**src/rtl/est_pkg.sv**
```systemverilog
package est_pkg;

  localparam int FLG_W = 6;

  localparam logic [FLG_W-1:0] EV_IDLE_TO_ACT = 6'h01;
  localparam logic [FLG_W-1:0] EV_PREEMPTED   = 6'h02;
  localparam logic [FLG_W-1:0] EV_ELEM_SWITCH = 6'h04;
  localparam logic [FLG_W-1:0] EV_ACT_TO_IDLE = 6'h08;
  localparam logic [FLG_W-1:0] EV_CTX_DONE    = 6'h10;
  localparam logic [FLG_W-1:0] EV_LITE        = 6'h20;

  typedef struct packed {
    logic run_valid;
    logic run_idx;
    logic run_sel;
    logic pend_valid;
    logic pend_idx;
  } trk_state_t;

endpackage

```
**src/rtl/est_slot_store.sv**
```systemverilog
module est_slot_store #(
  parameter int DESC_W = 37
) (
  input  logic              clk,
  input  logic              rst_n,
  input  logic              wr_en,
  input  logic              wr_idx,
  input  logic [DESC_W-1:0] wr_e0,
  input  logic [DESC_W-1:0] wr_e1,
  input  logic              rd_idx,
  output logic [DESC_W-1:0] rd_e0,
  output logic [DESC_W-1:0] rd_e1
);
  localparam int NSLOT = 2;

  logic [NSLOT-1:0][DESC_W-1:0] e0_q;
  logic [NSLOT-1:0][DESC_W-1:0] e1_q;

  for (genvar s = 0; s < NSLOT; s++) begin : g_slot
    always_ff @(posedge clk) begin
      if (!rst_n) begin
        e0_q[s] <= '0;
        e1_q[s] <= '0;
      end else if (wr_en && (wr_idx == s[0])) begin
        e0_q[s] <= wr_e0;
        e1_q[s] <= wr_e1;
      end
    end
  end

  assign rd_e0 = e0_q[rd_idx];
  assign rd_e1 = e1_q[rd_idx];

endmodule

```
**src/rtl/est_decide.sv**
```systemverilog
module est_decide
  import est_pkg::*;
#(
  parameter int ID_W   = 16,
  parameter int BASE_W = 20
) (
  input  trk_state_t            st,
  input  logic                  wr_ptr,
  input  logic                  take_in,
  input  logic                  take_out,
  input  logic [ID_W+BASE_W-1:0] new_key0,
  input  logic [ID_W+BASE_W-1:0] out_key,
  input  logic [ID_W+BASE_W-1:0] run_key0,
  input  logic                  run_v1,
  input  logic [ID_W+BASE_W-1:0] run_key1,
  output trk_state_t            st_n,
  output logic                  store_we,
  output logic                  ev0_v,
  output logic [FLG_W+ID_W:0]   ev0,
  output logic                  ev1_v,
  output logic [FLG_W+ID_W:0]   ev1,
  output logic                  err
);
  localparam int KEY_W = ID_W + BASE_W;

  function automatic logic [ID_W-1:0] id_of(input logic [KEY_W-1:0] k);
    return k[KEY_W-1:BASE_W];
  endfunction

  logic [KEY_W-1:0] run_cur_key;
  logic             out_hits_run;
  logic             lite_a;
  logic             lite_b;

  assign run_cur_key  = st.run_sel ? run_key1 : run_key0;
  assign out_hits_run = st.run_valid && (out_key == run_cur_key);
  assign lite_a = run_v1 && (run_key1 == new_key0) && st.run_sel;
  assign lite_b = !run_v1 && (run_key0 == new_key0);

  always_comb begin
    st_n     = st;
    store_we = 1'b0;
    ev0_v    = 1'b0;
    ev0      = '0;
    ev1_v    = 1'b0;
    ev1      = '0;
    err      = 1'b0;
    if (take_out) begin
      if (!out_hits_run) begin
        err = 1'b1;
      end else if (run_v1 && (run_key0 == out_key)) begin
        st_n.run_sel = 1'b1;
        ev0_v = 1'b1;
        ev0   = {1'b1, EV_CTX_DONE | EV_ELEM_SWITCH, id_of(out_key)};
      end else begin
        st_n.run_valid  = st.pend_valid;
        st_n.run_idx    = st.pend_valid ? st.pend_idx : st.run_idx;
        st_n.run_sel    = 1'b0;
        st_n.pend_valid = 1'b0;
        ev0_v = 1'b1;
        ev0   = {!st.pend_valid, EV_CTX_DONE | EV_ACT_TO_IDLE, id_of(out_key)};
        if (st.pend_valid) begin
          ev1_v = 1'b1;
          ev1   = {1'b1, EV_IDLE_TO_ACT, {ID_W{1'b0}}};
        end
      end
    end else if (take_in) begin
      if (st.pend_valid) begin
        err = 1'b1;
      end else begin
        store_we = 1'b1;
        if (!st.run_valid) begin
          st_n.run_valid = 1'b1;
          st_n.run_idx   = wr_ptr;
          st_n.run_sel   = 1'b0;
          ev0_v = 1'b1;
          ev0   = {1'b1, EV_IDLE_TO_ACT, {ID_W{1'b0}}};
        end else if (lite_a || lite_b) begin
          st_n.run_idx = wr_ptr;
          st_n.run_sel = 1'b0;
          ev0_v = 1'b1;
          ev0   = {1'b1, EV_LITE | EV_PREEMPTED, id_of(new_key0)};
        end else begin
          st_n.pend_valid = 1'b1;
          st_n.pend_idx   = wr_ptr;
        end
      end
    end
  end

endmodule

```
**src/rtl/est_evt_out.sv**
```systemverilog
module est_evt_out #(
  parameter int EV_W = 23
) (
  input  logic            clk,
  input  logic            rst_n,
  input  logic            ld,
  input  logic [EV_W-1:0] ld_ev0,
  input  logic            ld_ev1_v,
  input  logic [EV_W-1:0] ld_ev1,
  output logic            out_valid,
  input  logic            out_ready,
  output logic [EV_W-1:0] out_data
);
  logic            v0_q, v1_q;
  logic [EV_W-1:0] d0_q, d1_q;

  always_ff @(posedge clk) begin
    if (!rst_n) begin
      v0_q <= 1'b0;
      v1_q <= 1'b0;
      d0_q <= '0;
      d1_q <= '0;
    end else if (ld && !v0_q) begin
      v0_q <= 1'b1;
      d0_q <= ld_ev0;
      v1_q <= ld_ev1_v;
      d1_q <= ld_ev1;
    end else if (v0_q && out_ready) begin
      v0_q <= v1_q;
      d0_q <= d1_q;
      v1_q <= 1'b0;
    end
  end

  assign out_valid = v0_q;
  assign out_data  = d0_q;

  // a queued follow-up event never stands without a head event
  a_r8_second_behind_first: assert property (@(posedge clk) disable iff (!rst_n)
    v1_q |-> v0_q);

endmodule

```
**src/rtl/exec_slot_tracker.sv**
```systemverilog
module exec_slot_tracker
  import est_pkg::*;
#(
  parameter int ID_W   = 16,
  parameter int BASE_W = 20
) (
  input  logic              clk,
  input  logic              rst_n,
  input  logic              sin_valid,
  output logic              sin_ready,
  input  logic              sin_e0_valid,
  input  logic [ID_W-1:0]   sin_e0_id,
  input  logic [BASE_W-1:0] sin_e0_base,
  input  logic              sin_e1_valid,
  input  logic [ID_W-1:0]   sin_e1_id,
  input  logic [BASE_W-1:0] sin_e1_base,
  input  logic              sout_valid,
  output logic              sout_ready,
  input  logic [ID_W-1:0]   sout_id,
  input  logic [BASE_W-1:0] sout_base,
  output logic              evt_valid,
  input  logic              evt_ready,
  output logic [5:0]        evt_flags,
  output logic [ID_W-1:0]   evt_ctx_id,
  output logic              evt_irq,
  output logic              req_err,
  output logic              st_cur_ptr,
  output logic              st_wr_ptr,
  output logic              st_el0_active,
  output logic              st_el0_valid,
  output logic              st_el1_active,
  output logic              st_el1_valid,
  output logic [ID_W-1:0]   st_ctx_id,
  output logic              st_queue_full
);
  localparam int KEY_W  = ID_W + BASE_W;
  localparam int DESC_W = 1 + KEY_W;
  localparam int EV_W   = 1 + FLG_W + ID_W;

  trk_state_t        st_q, st_n;
  logic              cur_ptr_q, wr_ptr_q;
  logic              err_q;
  logic              busy;
  logic              take_in, take_out;
  logic [DESC_W-1:0] run_e0, run_e1;
  logic              store_we;
  logic              ev0_v, ev1_v, dec_err;
  logic [EV_W-1:0]   ev0, ev1, ev_out;

  assign busy       = evt_valid;
  assign sout_ready = !busy;
  assign sin_ready  = !busy && !sout_valid;
  assign take_out   = sout_valid && sout_ready;
  assign take_in    = sin_valid && sin_ready;

  est_slot_store #(.DESC_W(DESC_W)) u_store (
    .clk    (clk),
    .rst_n  (rst_n),
    .wr_en  (store_we),
    .wr_idx (wr_ptr_q),
    .wr_e0  ({sin_e0_valid, sin_e0_id, sin_e0_base}),
    .wr_e1  ({sin_e1_valid, sin_e1_id, sin_e1_base}),
    .rd_idx (st_q.run_idx),
    .rd_e0  (run_e0),
    .rd_e1  (run_e1)
  );

  est_decide #(.ID_W(ID_W), .BASE_W(BASE_W)) u_decide (
    .st       (st_q),
    .wr_ptr   (wr_ptr_q),
    .take_in  (take_in),
    .take_out (take_out),
    .new_key0 ({sin_e0_id, sin_e0_base}),
    .out_key  ({sout_id, sout_base}),
    .run_key0 (run_e0[KEY_W-1:0]),
    .run_v1   (run_e1[DESC_W-1]),
    .run_key1 (run_e1[KEY_W-1:0]),
    .st_n     (st_n),
    .store_we (store_we),
    .ev0_v    (ev0_v),
    .ev0      (ev0),
    .ev1_v    (ev1_v),
    .ev1      (ev1),
    .err      (dec_err)
  );

  est_evt_out #(.EV_W(EV_W)) u_evt (
    .clk       (clk),
    .rst_n     (rst_n),
    .ld        (ev0_v),
    .ld_ev0    (ev0),
    .ld_ev1_v  (ev1_v),
    .ld_ev1    (ev1),
    .out_valid (evt_valid),
    .out_ready (evt_ready),
    .out_data  (ev_out)
  );

  assign evt_irq    = ev_out[EV_W-1];
  assign evt_flags  = ev_out[EV_W-2:ID_W];
  assign evt_ctx_id = ev_out[ID_W-1:0];

  always_ff @(posedge clk) begin
    if (!rst_n) begin
      st_q      <= '0;
      cur_ptr_q <= 1'b0;
      wr_ptr_q  <= 1'b0;
      err_q     <= 1'b0;
    end else begin
      st_q  <= st_n;
      err_q <= dec_err;
      if (st_n.run_valid) begin
        cur_ptr_q <= st_n.run_idx;
        wr_ptr_q  <= !st_n.run_idx;
      end
    end
  end

  assign req_err       = err_q;
  assign st_cur_ptr    = cur_ptr_q;
  assign st_wr_ptr     = wr_ptr_q;
  assign st_el0_active = st_q.run_valid && !st_q.run_idx;
  assign st_el0_valid  = st_el0_active;
  assign st_el1_active = st_q.run_valid && st_q.run_idx;
  assign st_el1_valid  = st_el1_active;
  assign st_queue_full = st_q.pend_valid;
  assign st_ctx_id     = !st_q.run_valid ? '0 :
                         (st_q.run_sel ? run_e1[KEY_W-1:BASE_W] : run_e0[KEY_W-1:BASE_W]);

  // back-pressured event stays put
  a_r11_event_hold: assert property (@(posedge clk) disable iff (!rst_n)
    (evt_valid && !evt_ready) |=> (evt_valid && $stable(evt_flags) &&
                                   $stable(evt_ctx_id) && $stable(evt_irq)));

  // at most one slot shown as running
  a_r9_single_active: assert property (@(posedge clk) disable iff (!rst_n)
    $onehot0({st_el0_active, st_el1_active}));

  // a pending slot only exists behind a running one
  a_r4_full_needs_run: assert property (@(posedge clk) disable iff (!rst_n)
    st_queue_full |-> (st_el0_active || st_el1_active));

  // schedule-in on a full queue is flagged
  a_r5_full_reject: assert property (@(posedge clk) disable iff (!rst_n)
    (sin_valid && sin_ready && st_queue_full) |=> req_err);

  // a rejected request emits no event
  a_r10_err_silent: assert property (@(posedge clk) disable iff (!rst_n)
    req_err |-> !evt_valid);

  // a rejected request leaves the running status untouched
  a_r10_err_keeps_state: assert property (@(posedge clk) disable iff (!rst_n)
    req_err |-> ($stable(st_ctx_id) && $stable(st_queue_full) && $stable(st_cur_ptr)));

endmodule

```
**config.mk**
```make
export PLATFORM = sky130hd
export DESIGN_NAME = exec_slot_tracker
export DESIGN_NICKNAME = d
export VERILOG_FILES = /design/src/rtl/est_pkg.sv /design/src/rtl/est_slot_store.sv /design/src/rtl/est_decide.sv /design/src/rtl/est_evt_out.sv /design/src/rtl/exec_slot_tracker.sv
export SDC_FILE = /design/constraint.sdc
export NUM_CORES = 1
export LEC_CHECK = 0
export BUFFER_PORTS_ARGS = -buffer_cell sky130_fd_sc_hd__buf_2
export CAP_MARGIN = 0
export CORE_AREA = 2 2 172 174
export DETAILED_ROUTE_END_ITERATION = 12
export DIE_AREA = 0 0 174 176
export PLACE_DENSITY_LB_ADDON = 0.15
export SYNTH_ARGS = -nofsm -noshare
export SYNTH_HDL_FRONTEND = slang
export SYNTH_HIERARCHICAL = 1
export SYNTH_SLANG_ARGS = --single-unit
```
**constraint.sdc**
```tcl
create_clock -name clk -period 4.8 [get_ports clk]
set_clock_uncertainty 0.1 [all_clocks]
set_input_delay 0.96 -clock clk [delete_from_list [all_inputs] [get_ports clk]]
set_output_delay 0.96 -clock clk [all_outputs]
set_load 0.02 [all_outputs]
```
Word-level counts from Yosys, hierarchy flattened
Cells that the tools add are included.
{"block": "word_totals", "regBits": 202, "output_inout_bits": 50, "elab_cells": 107, "inputBits": 115}
{"block": "op_classes", "n_eq_ne": 8, "magnitude_cmp": 1, "n_reduce_logical": 26, "n_bitwise": 4, "muxes": 52}
{"cell": "23-bit two-way mux", "n": 13}
{"cell": "36-bit == test", "n": 4}
{"cell": "36-bit two-way mux", "n": 3}
{"cell": "37-bit two-way mux", "n": 2}
{"cell": "16-bit two-way mux", "n": 2}
{"cell": "1-bit two-way mux", "n": 23}
{"cell": "1-bit logical AND", "n": 14}
{"cell": "2-bit two-way mux", "n": 5}
{"cell": "5-bit two-way mux", "n": 2}
{"cell": "4-bit two-way mux", "n": 2}
{"cell": "1-bit zero test", "n": 6}
{"cell": "5-bit AND reduction", "n": 1}
{"cell": "2-bit by 1-bit != test with 1-bit output, second input constant", "n": 2}
{"cell": "1-bit NOT", "n": 4}
{"cell": "4-bit AND reduction", "n": 1}
{"cell": "2-bit nonzero test", "n": 2}
{"cell": "3-bit by 1-bit != test with 1-bit output, second input constant", "n": 1}
{"cell": "3-bit AND reduction", "n": 1}
{"cell": "1-bit by 2-bit less-than comparator with 1-bit output, second input constant", "n": 1}
{"cell": "2-bit != test, second input constant", "n": 1}
{"cell": "1-bit logical OR", "n": 1}

Depth between registers and ports, before layout
Gate-level depths: netlist (run 1).
{"block": "depth", "ltp_word": 13, "depth_mapped": 14, "depth_no_buf": 11}

Modules after synthesis
The synthesis (run 1) kept the hierarchy.
{"mod": "est_slot_store", "area_per_inst_um2": 6472.5, "seq_area_each_um2": 2962.8, "instances": 1, "cells_each": 643}
{"mod": "est_decide", "area_per_inst_um2": 2334.7, "seq_area_each_um2": 0.0, "instances": 1, "cells_each": 297}
{"mod": "est_evt_out", "area_per_inst_um2": 1949.4, "seq_area_each_um2": 960.9, "instances": 1, "cells_each": 239}
{"mod": "exec_slot_tracker", "area_per_inst_um2": 566.8, "seq_area_each_um2": 160.2, "instances": 1, "cells_each": 61}

Worst setup path after synthesis (run 1)
Ideal clock, no wire load.
{"block": "synth_path", "path_kind": "reg2reg", "startpoint": "reg st_q[3] (netlist name)", "endpoint": "reg u_evt.d0_q[17] (netlist: u_evt/out_data[17])", "stages_incl_launch_ff": 15, "setup_time_ns": 0.125, "path_slack_ns": 1.414, "required_time_ns": 4.575, "t_arrival_ns": 3.161, "n_path_buf": 4, "period_less_slack_ns": 3.386, "cell_sequence": "dfxtp_1 -> buf_2 -> buf_4 -> mux2_2 -> xor2_1 -> nor4_1 -> nand4_1 -> or4_1 -> and3_1 -> o21ai_0 -> nand2b_1 -> buf_6 -> buf_6 -> o21ai_0 -> a31oi_1"}
{"block": "synth_between", "elab_chain_len": 13, "word_cells_on_any_way": 29, "classes_between": "eq/ne: 3; mux: 18; reduce/logical: 8"}
{"element": "start: declaration", "line_no": "exec_slot_tracker.sv:40", "rtl": "trk_state_t st_q, st_n;"}
{"element": "start signal: assignment", "line_no": "exec_slot_tracker.sv:110", "rtl": "st_q <= st_n;"}
{"element": "37-bit two-way mux (implied by the code) * (2 in a row)", "line_no": "est_slot_store.sv:32", "rtl": "assign rd_e1 = e1_q[rd_idx];"}
{"element": "via run_e1[20]", "line_no": "exec_slot_tracker.sv:45", "rtl": "logic [DESC_W-1:0] run_e0, run_e1;"}
{"element": "36-bit == test", "line_no": "est_decide.sv:37", "rtl": "assign lite_a = run_v1 && (run_key1 == new_key0) && st.run_sel;"}
{"element": "1-bit logical AND (2 in a row)", "line_no": "est_decide.sv:37"}
{"element": "1-bit logical OR", "line_no": "est_decide.sv:78", "rtl": "end else if (lite_a || lite_b) begin"}
{"element": "1-bit two-way mux", "line_no": "est_decide.sv:78"}
{"element": "1-bit two-way mux", "line_no": "est_decide.sv:72", "rtl": "if (!st.run_valid) begin"}
{"element": "1-bit two-way mux", "line_no": "est_decide.sv:68", "rtl": "if (st.pend_valid) begin"}
{"element": "1-bit two-way mux", "line_no": "est_decide.sv:67", "rtl": "end else if (take_in) begin"}
{"element": "1-bit two-way mux *", "line_no": "est_decide.sv:48", "rtl": "if (take_out) begin"}
{"element": "via ev0_v", "line_no": "exec_slot_tracker.sv:47", "rtl": "logic ev0_v, ev1_v, dec_err;"}
{"element": "1-bit logical AND *", "line_no": "est_evt_out.sv:23", "rtl": "end else if (ld && !v0_q) begin"}
{"element": "23-bit two-way mux / 2-bit nonzero test (equally long branches)"}
{"element": "end signal: assignment", "line_no": "est_evt_out.sv:25", "rtl": "d0_q <= ld_ev0;"}
{"element": "end signal: assignment", "line_no": "est_evt_out.sv:30", "rtl": "d0_q <= d1_q;"}
{"element": "end: declaration", "line_no": "est_evt_out.sv:15", "rtl": "logic [EV_W-1:0] d0_q, d1_q;"}
Mark *: on every way through the listed nets, which the timed path passes. The rest lies on a longest branch. The select of a mux whose other input is x is not followed.
A chain may end at the register's enable or synchronous reset.

Worst setup path in the final report (run 1)
{"block": "layout_path", "startpoint": "reg st_q[3] (netlist name)", "endpoint": "reg u_evt.d0_q[1] (netlist: u_evt/out_data[1])"}
The elaborated chain is that of the path after synthesis.

==> results.md, run 1 <==
- Crit path cell chain: buf_4 -> mux2_2 -> xor2_1 -> nor4_1 -> nand4_1 -> or4_1 -> and3_1 -> o21ai_0 -> buf_4 -> nand2b_2 -> buf_12 -> o21ai_0 -> a31oi_1
- Clock buffer depth: 3
- Avg WL per Cell: 19.2 um
- Critical Path Max Stage Delay: 0.60 ns
- DPL Wire Length: 24900 um
- Slew HR: 34.2%
- Nets: 1472
- Int Pwr: 3.05 mW
- Overflow after GRT: 0
- Post-Synthesis Cells: 1232
- Fmax: 0.250 GHz
- Via count: 8825
- Critical Path Slowest Stage Cell: or4_1
- Clock Latency Late Sink: 0.52 ns
- Worst EP required: 5.09 ns
- Final worst-path cycle share: 83.4%
- Comb pwr share: 12.9%
- Core Footprint: 0.0285 mm^2
- Pwr per Cell Area: 321 mW/mm^2
- Row count: 62
- Finish-stage setup viols: 0
- Pin count of the biggest net entering global routing: 159
- DP Area: 0.0121 mm^2
- Initial Util: 39.4%
- Worst-path clk slew: 0.06 ns
- Max_cap viols: 0
- Chip height: 176 um
- Run status: finished, final reports clean
- Hold Path Depth: 2
- Final ANT Viol Nets: 0
- Sequential power share: 42.8%
- Vias per cell: 5.03
- Initial antenna violation count: 2
- Slew Limit Fails: 0
- CTS root buf: clkbuf_16
- Sw power: 1.06 mW
- CTS tree: done
- Slew @ Worst Pin: 0.987 ns
- Routed wire length: 33700 um
- Average cell area after synthesis: 9.12 um^2
- Sw Ratio: 25.8%
- CTS sink cnt: 202
- Area growth syn-to-layout: 14.3%
- # fillers: 2895
- Total track usage: 21.5%
- Final hold vios: 0
- Reg2reg path depth: 13
- Drt pass-1 iters: 5
- # IOs: 165
- Post-synthesis cell area: 0.0112 mm^2
- Crit-path max FO: 55
- TritonCTS Buffers: 24
- TNS Setup: 0 ns
- Post-CTS Setup Bufs: 0
- Post-CTS Hold Buffers: 0
- Quantity of I/O buffers inserted on ports: 163
- First-pass GRT wire length: 51100 um
- Placed Cells: 1715
- Nature of the critical path endpoint: register
- Static leakage: 4.84 nW
- Layout cell share with drive strength beyond 1: 21.7%
- H-tree depth: 1
- Min cycle time layout: 4.00 ns
- RSZ-0062 raised after global routing: false
- Fin Hold WS: 0.353 ns
- Post-CTS Resized: 0
- YS warnings: 6
- CP startpoint kind: register
- Gpl congestion: 0.868
- Finished Cell Area: 0.0128 mm^2
- Worst Path Class, Setup: reg2reg
- Crit path DAT: 4.29 ns
- Clock power share: 44.3%
- Die area: 0.0306 mm^2
- Die Width: 174 um
- Hold Path Class: reg2reg
- Worst VDD drop: 0.222 mV
- Number of global-route vias before repair: 8725
- Residual DRC: 0
- Layout Cells excl Fill: 1756
- 1st-iter DRT viols: 585
## area by class of cell
type	count	area (um^2)	area share, %
Clock inverter	4	70.1	0.545
Timing Repair Buffer	184	1040	8.13
Multi-Input combinational cell	937	6460	50.3
Inverter	8	30.0	0.234
Sequential cell	202	4050	31.5
Clock buffer	36	707	5.50
Tap cell	384	480	3.74
Antenna cell	1	2.50	0.0195
## state kept, by name (all words and copies together), names as in the netlist
register,flops
st_queue_full,1
u_evt/d1_q,23
st_q,4
u_evt/v1_q,1
u_evt/out_valid,1
u_store/e1_q,74
st_wr_ptr,1
req_err,1
u_evt/out_data,23
u_store/e0_q,72
st_cur_ptr,1
## path summary, 6_finish.rpt
check                      start  slack, ns                 to
setup / recovery         st_q[3]       0.80  u_evt/out_data[1]
hold / removal    u_evt/d1_q[12]       0.35     u_evt/d1_q[12]
setup reg to reg         st_q[3]       0.80  u_evt/out_data[1]
hold reg to reg   u_evt/d1_q[12]       0.35     u_evt/d1_q[12]
## per-stage QoR
step                power [mW]  setup slack, ns  utilization (%)
finish                    4.12            0.796             45.0
global route              4.28            0.485             45.0
CTS                       4.17            0.797             45.0
detailed placement        2.33            0.813             42.3
global placement          2.33            0.839             42.3
floorplan                 2.15             1.43                -
## power groups by stage
stage | clock network (mW) | logic (mW) | registers (mW)
4_1_cts | 1.88 | 0.533 | 1.76
2_1_floorplan | 0 | 0.340 | 1.81
3_5_place_dp | 0 | 0.530 | 1.80
5_1_grt | 1.94 | 0.574 | 1.77
3_3_place_gp | 0 | 0.528 | 1.80
6_report | 1.82 | 0.533 | 1.76
## layout by cell type, fill, tap and decap left out, types with 2 or more instances in the layout
cell / count
nand2_1: 316
dfxtp_1: 200
mux2i_1: 181
buf_2: 162
xnor2_1: 90
mux2_2: 74
xor2_1: 54
clkbuf_16: 25
a31oi_1: 25
o21ai_0: 22
a21boi_1: 22
nand4_1: 21
conb_1: 21
nor2b_1: 19
nor4_1: 17
buf_4: 16
a22o_1: 16
and2_1: 11
nor2_1: 9
inv_1: 8
nand3_1: 8
clkbuf_1: 7
clkbuf_8: 5
buf_12: 5
a21oi_1: 4
o21ai_1: 4
nor3_1: 3
or4_1: 3
a21boi_0: 3
bufinv_16: 2
clkinv_2: 2
## per-layer routing
metal,vias up,track usage (%),share of wire (%)
met5,-,0,0.039
met4,2,7.07,3.2
met3,66,4.09,5.4
met2,224,34.5,45
met1,4158,29.1,47
li1,4375,-,-
## worst max-delay path: cells and delay by family, from the launching register on
kind / cells / cell delay (ns)
compound gates: 3 / 0.39
xor+xnor: 1 / 0.17
buf+inv: 3 / 0.74
flops: 1 / 0.46
mux: 1 / 0.42
simple gates: 5 / 1.57
No activity file was read; power rests on OpenSTA's default activity.
==> run 2, diff against run 1 <==
==> constraint.sdc (replaced) <==
create_clock -name clk -period 3.8 [get_ports clk]
set_clock_uncertainty 0.1 [all_clocks]
set_input_delay 0.76 -clock clk [delete_from_list [all_inputs] [get_ports clk]]
set_output_delay 0.76 -clock clk [all_outputs]
set_load 0.02 [all_outputs]
==> results.md, run 2 (same netlist as run 1, synthesis figures left out) <==
- CTS sink cnt: 202
- CTS root buf: clkbuf_16
- Chip height: 176 um
- Max_cap viols: 0
- Fmax: 0.268 GHz
- Pwr per Cell Area: 392 mW/mm^2
- Quantity of I/O buffers inserted on ports: 163
- Final worst-path cycle share: 98.0%
- Worst-path clk slew: 0.06 ns
- Commonest non-fill, non-tap cells in the layout: nand2_1, dfxtp_1, mux2i_1
- DPL Wire Length: 25700 um
- Worst VDD drop: 0.251 mV
- Power Total: 5.10 mW
- CTS tree: done
- Finish-stage setup viols: 0
- Via count: 8909
- Initial Util: 39.4%
- CP startpoint kind: register
- Run status: finished, final reports clean
- Min cycle time layout: 3.72 ns
- Residual DRC: 0
- Die Width: 174 um
- Worst Path Class, Setup: reg2reg
- 1st-iter DRT viols: 662
- Clock buffer depth: 3
- Number of global-route vias before repair: 8999
- Top reg by flops: u_store/e1_q
- TritonCTS Buffers: 24
- Max reg flops: 74
- # IOs: 165
- Die area: 0.0306 mm^2
- Commonest non-fill, non-tap cell in the layout: nand2_1
- Layout Utilization: 45.5%
- Fin Hold WS: 0.351 ns
- Crit-path max FO: 39
- M1 WL: 15900 um
- Multi-input gate area: 0.00647 mm^2
- Pin count of the biggest net entering global routing: 132
- Area growth syn-to-layout: 15.7%
- Routed wire length: 34400 um
- Hold Path Class: reg2reg
- Avg WL per Cell: 19.5 um
- Drt pass-1 iters: 5
- Met3 wire length: 1890 um
- Total track usage: 22.1%
- Gpl congestion: 0.890
- Final ANT Viol Nets: 0
- Worst EP required: 4.10 ns
- Static leakage: 4.92 nW
- Vias per cell: 5.04
- Row count: 62
- Clock Latency Late Sink: 0.52 ns
- Crit path DAT: 4.02 ns
- Layout Cells excl Fill: 1768
- Nature of the critical path endpoint: register
- Met2 WL: 16100 um
- Biggest regs: u_store/e1_q: 74 flops, u_store/e0_q: 72 flops
- Placed Cells: 1726
- FF/Latch Area: 0.00405 mm^2
- Overflow after GRT: 0
- Slew Limit Fails: 0
- Nets: 1485
- Slew HR: 34.3%
- TNS Setup: 0 ns
- Initial antenna violation count: 2
- Top sig layer: met4
- Core Footprint: 0.0285 mm^2
- First-pass GRT wire length: 52400 um
- Post-CTS Hold Buffers: 0
- Layout cell share with drive strength beyond 1: 22.6%
- # fillers: 2897
- Final hold vios: 0
- H-tree depth: 1
- Slew @ Worst Pin: 0.986 ns
-- run 2: changes by cell type in the layout (fill, tap and decap cells not counted) --
cell | previous run | this run
bufinv_16 | 2 | 1
or4_4 | 0 | 1
buf_4 | 16 | 22
o21ai_2 | 0 | 1
or4_1 | 3 | 2
clkbuf_1 | 7 | 5
clkinv_2 | 2 | 3
o21ai_0 | 22 | 20
diode_2 | 1 | 2
buf_12 | 5 | 12
clkbuf_8 | 5 | 4
o21ai_1 | 4 | 5
clkinvlp_4 | 0 | 1
-- run 2: worst max-delay path: stages, from the launching register on --
cell and delay, ns:
dfxtp_4 0.43, buf_4 0.21, buf_12 0.15, mux2_2 0.40, xor2_1 0.18, nor3_1 0.30, nand4_1 0.18, or4_4 0.55
and3_1 0.25, o21ai_2 0.17, nand2b_2 0.16, buf_12 0.21, o21ai_0 0.21, a31oi_1 0.06
-- run 2: repair_timing --
| item | in CTS | in global routing |
|---|---|---|
| resized for setup | 1 | 3 |
| setup buffers | 0 | 2 |
| hold endpoints to repair | 0 | 0 |
| endpoints found under the setup margin | 3 | 18 |
-- run 2: worst paths after layout --
check / start / cells past startpoint / slack, ns / endpoint
worst max-delay path: st_q[3] / 13 / 0.08 / u_evt/out_data[0]
worst min-delay path: u_evt/d1_q[2] / 2 / 0.35 / u_evt/d1_q[2]
worst max register to register: st_q[3] / 13 / 0.08 / u_evt/out_data[0]
worst min register to register: u_evt/d1_q[2] / 2 / 0.35 / u_evt/d1_q[2]
-- run 2: where the power goes --
group	total [mW]	internal (mW)	switching (mW)
combinational	0.687	0.274	0.413
sequential	2.23	2.19	0.0373
clock	2.19	1.31	0.879
-- run 2: final cells by class --
| class | count | area share [%] |
|---|---|---|
| Sequential cell | 202 | 31.1 |
| Clock inverter | 5 | 0.404 |
| Inverter | 8 | 0.231 |
| Clock buffer | 33 | 5.27 |
| Timing Repair Buffer | 197 | 9.46 |
| Antenna cell | 2 | 0.0385 |
| Multi-Input combinational cell | 937 | 49.8 |
| Tap cell | 384 | 3.70 |
-- run 2: per-stage QoR --
| stage | worst slack, ns | instance area [um^2] |
|---|---|---|
| finish | 0.0755 | 13000 |
| global route | -0.00932 | 13000 |
| CTS | 0.0710 | 13000 |
| detailed placement | 0.0215 | 12200 |
| global placement | 0.0574 | 12200 |
| floorplan | 0.429 | 11300 |
-- run 2: routing by layer --
| layer | up-vias | track usage, % |
|---|---|---|
| met5 | - | 0 |
| met4 | 0 | 4.10 |
| met1 | 4238 | 30.1 |
| met3 | 40 | 2.63 |
| met2 | 240 | 38.1 |
| li1 | 4391 | - |
==> run 3, diff against run 2 <==
--- a/config.mk
+++ b/config.mk
@@ -10,7 +10,7 @@
 export CORE_AREA = 2 2 172 174
 export DETAILED_ROUTE_END_ITERATION = 12
 export DIE_AREA = 0 0 174 176
-export PLACE_DENSITY_LB_ADDON = 0.15
+export SKIP_CTS_REPAIR_TIMING = 1
 export SYNTH_ARGS = -nofsm -noshare
 export SYNTH_HDL_FRONTEND = slang
 export SYNTH_HIERARCHICAL = 1
==> results.md, run 3 (same netlist as run 1, synthesis figures left out) <==
- Finish-stage setup viols: 0
- H-tree depth: 1
- # fillers: 2854
- Run status: finished, final reports clean
- Slew @ Worst Pin: 0.966 ns
- Commonest non-fill, non-tap cell in the layout: nand2_1
- Die Width: 174 um
- Crit-path max FO: 11
- Core Footprint: 0.0285 mm^2
- Gpl congestion: 0.950
- Initial antenna violation count: 4
- Min-delay src: u_evt/d1_q[9]
- 1st-iter DRT viols: 817
- Cell family with most CP delay: simple AND/OR/NAND/NOR gates
- Residual DRC: 0
- TritonCTS Buffers: 24
- Slew HR: 35.6%
- Fmax: 0.278 GHz
- Worst VDD drop: 0.300 mV
- Final worst slack: 0.197 ns
- Drt pass-1 iters: 5
- Pwr per Cell Area: 399 mW/mm^2
- Critical Path Max Stage Delay: 0.54 ns
- Initial Util: 39.4%
- Placed Cells: 1724
- Worst-path clk slew: 0.06 ns
- Clock buffer depth: 3
- Hold Path Class: reg2reg
- Critical Path Slowest Stage Cell: or4_1
- CP startpoint kind: register
- Max_cap viols: 0
- # IOs: 165
- Crit path cell chain: buf_4 -> mux2_2 -> mux2i_1 -> xor2_1 -> nand4_1 -> or4_1 -> or3_4 -> inv_1 -> buf_4 -> nand4b_1 -> o211ai_1 -> mux2i_1 -> nor2b_1
- Final hold vios: 0
- First-pass GRT wire length: 51700 um
- Vias per cell: 5.10
- Row count: 62
- Reg2Reg Launch Point: st_q[3]
- Quantity of I/O buffers inserted on ports: 163
- Pin count of the biggest net entering global routing: 105
- Fin Hold WS: 0.352 ns
- Clock Latency Late Sink: 0.52 ns
- Worst Path Class, Setup: reg2reg
- Total track usage: 21.8%
- Commonest non-fill, non-tap cells in the layout: nand2_1, dfxtp_1, mux2i_1
- TNS Setup: 0 ns
- Min cycle time layout: 3.60 ns
- Worst Setup SP: st_q[3]
- Worst EP required: 4.15 ns
- Finished Cell Area: 0.0130 mm^2
- Crit path DAT: 3.95 ns
- Power Total: 5.19 mW
- Via count: 9015
- DP Area: 0.0122 mm^2
- Layout Utilization: 45.6%
- RSZ-0062 raised after global routing: false
- Final worst-path cycle share: 94.8%
- Biggest regs: u_store/e1_q: 74 flops, u_store/e0_q: 72 flops
- Static leakage: 4.92 nW
- Slew Limit Fails: 0
- Chip height: 176 um
- Layout Cells excl Fill: 1767
- DPL Wire Length: 25300 um
- Nets: 1481
- Layout cell share with drive strength beyond 1: 23.0%
- Routed wire length: 34100 um
- Number of global-route vias before repair: 8937
- Nature of the critical path endpoint: register
- DP Worst Slack: 0.0912 ns
- Buf+Inv Stages, Crit Path: 3
- Max reg flops: 74
- CTS tree: done
- CTS sink cnt: 202
- Avg WL per Cell: 19.3 um
- CTS root buf: clkbuf_16
- Die area: 0.0306 mm^2
- Area growth syn-to-layout: 15.8%
- Overflow after GRT: 0
- Top reg by flops: u_store/e1_q
- Final ANT Viol Nets: 0
[run 3: changes by cell type in the layout (fill, tap and decap cells not counted), moves of 2 or more]
cell	previous run	this run
clkbuf_8	4	6
clkinv_2	3	5
nor4_1	17	14
nor4_2	0	3
clkbuf_1	5	2
buf_12	12	10
buf_4	22	19
[run 3: cell type report]
type	instances	area, um^2	area share, %
diodes	2	5.00	0.0385
clock buffers	32	702	5.39
clock inverters	9	82.6	0.635
inverters	8	30.0	0.231
multi-input cells	937	6480	49.8
flip-flops and latches	202	4050	31.1
well taps	384	480	3.69
repair buffers	193	1180	9.06
[run 3: final timing paths]
kind | endpoint | slack (ns) | cells after the start
max | st_cur_ptr | 0.20 | 13
min | u_evt/d1_q[9] | 0.35 | 2
max reg2reg | st_cur_ptr | 0.20 | 13
min reg2reg | u_evt/d1_q[9] | 0.35 | 2
[run 3: metal layers]
| layer | global-route usage (%) | vias up | wire length, um |
|---|---|---|---|
| li1 | - | 4386 | - |
| met1 | 29.3 | 4262 | 15500 |
| met2 | 35.1 | 287 | 15200 |
| met3 | 4.05 | 76 | 2130 |
| met4 | 7.53 | 4 | 1260 |
| met5 | 0 | - | 23 |
[run 3: worst reg2reg max path, stage by stage (launching register included)]
cell	delay [ns]
dfxtp_4	0.46
buf_4	0.25
mux2_2	0.40
mux2i_1	0.17
xor2_1	0.24
nand4_1	0.15
or4_1	0.54
or3_4	0.38
inv_1	0.22
buf_4	0.18
nand4b_1	0.09
o211ai_1	0.16
mux2i_1	0.12
nor2b_1	0.11
[run 3: power by group]
part | switching [mW] | leakage, nW | internal, mW | total (mW)
combinational | 0.412 | 2.89 | 0.271 | 0.684
clock | 0.920 | 0.390 | 1.36 | 2.28
sequential | 0.0381 | 1.64 | 2.19 | 2.23
total | 1.37 | 4.92 | 3.82 | 5.19
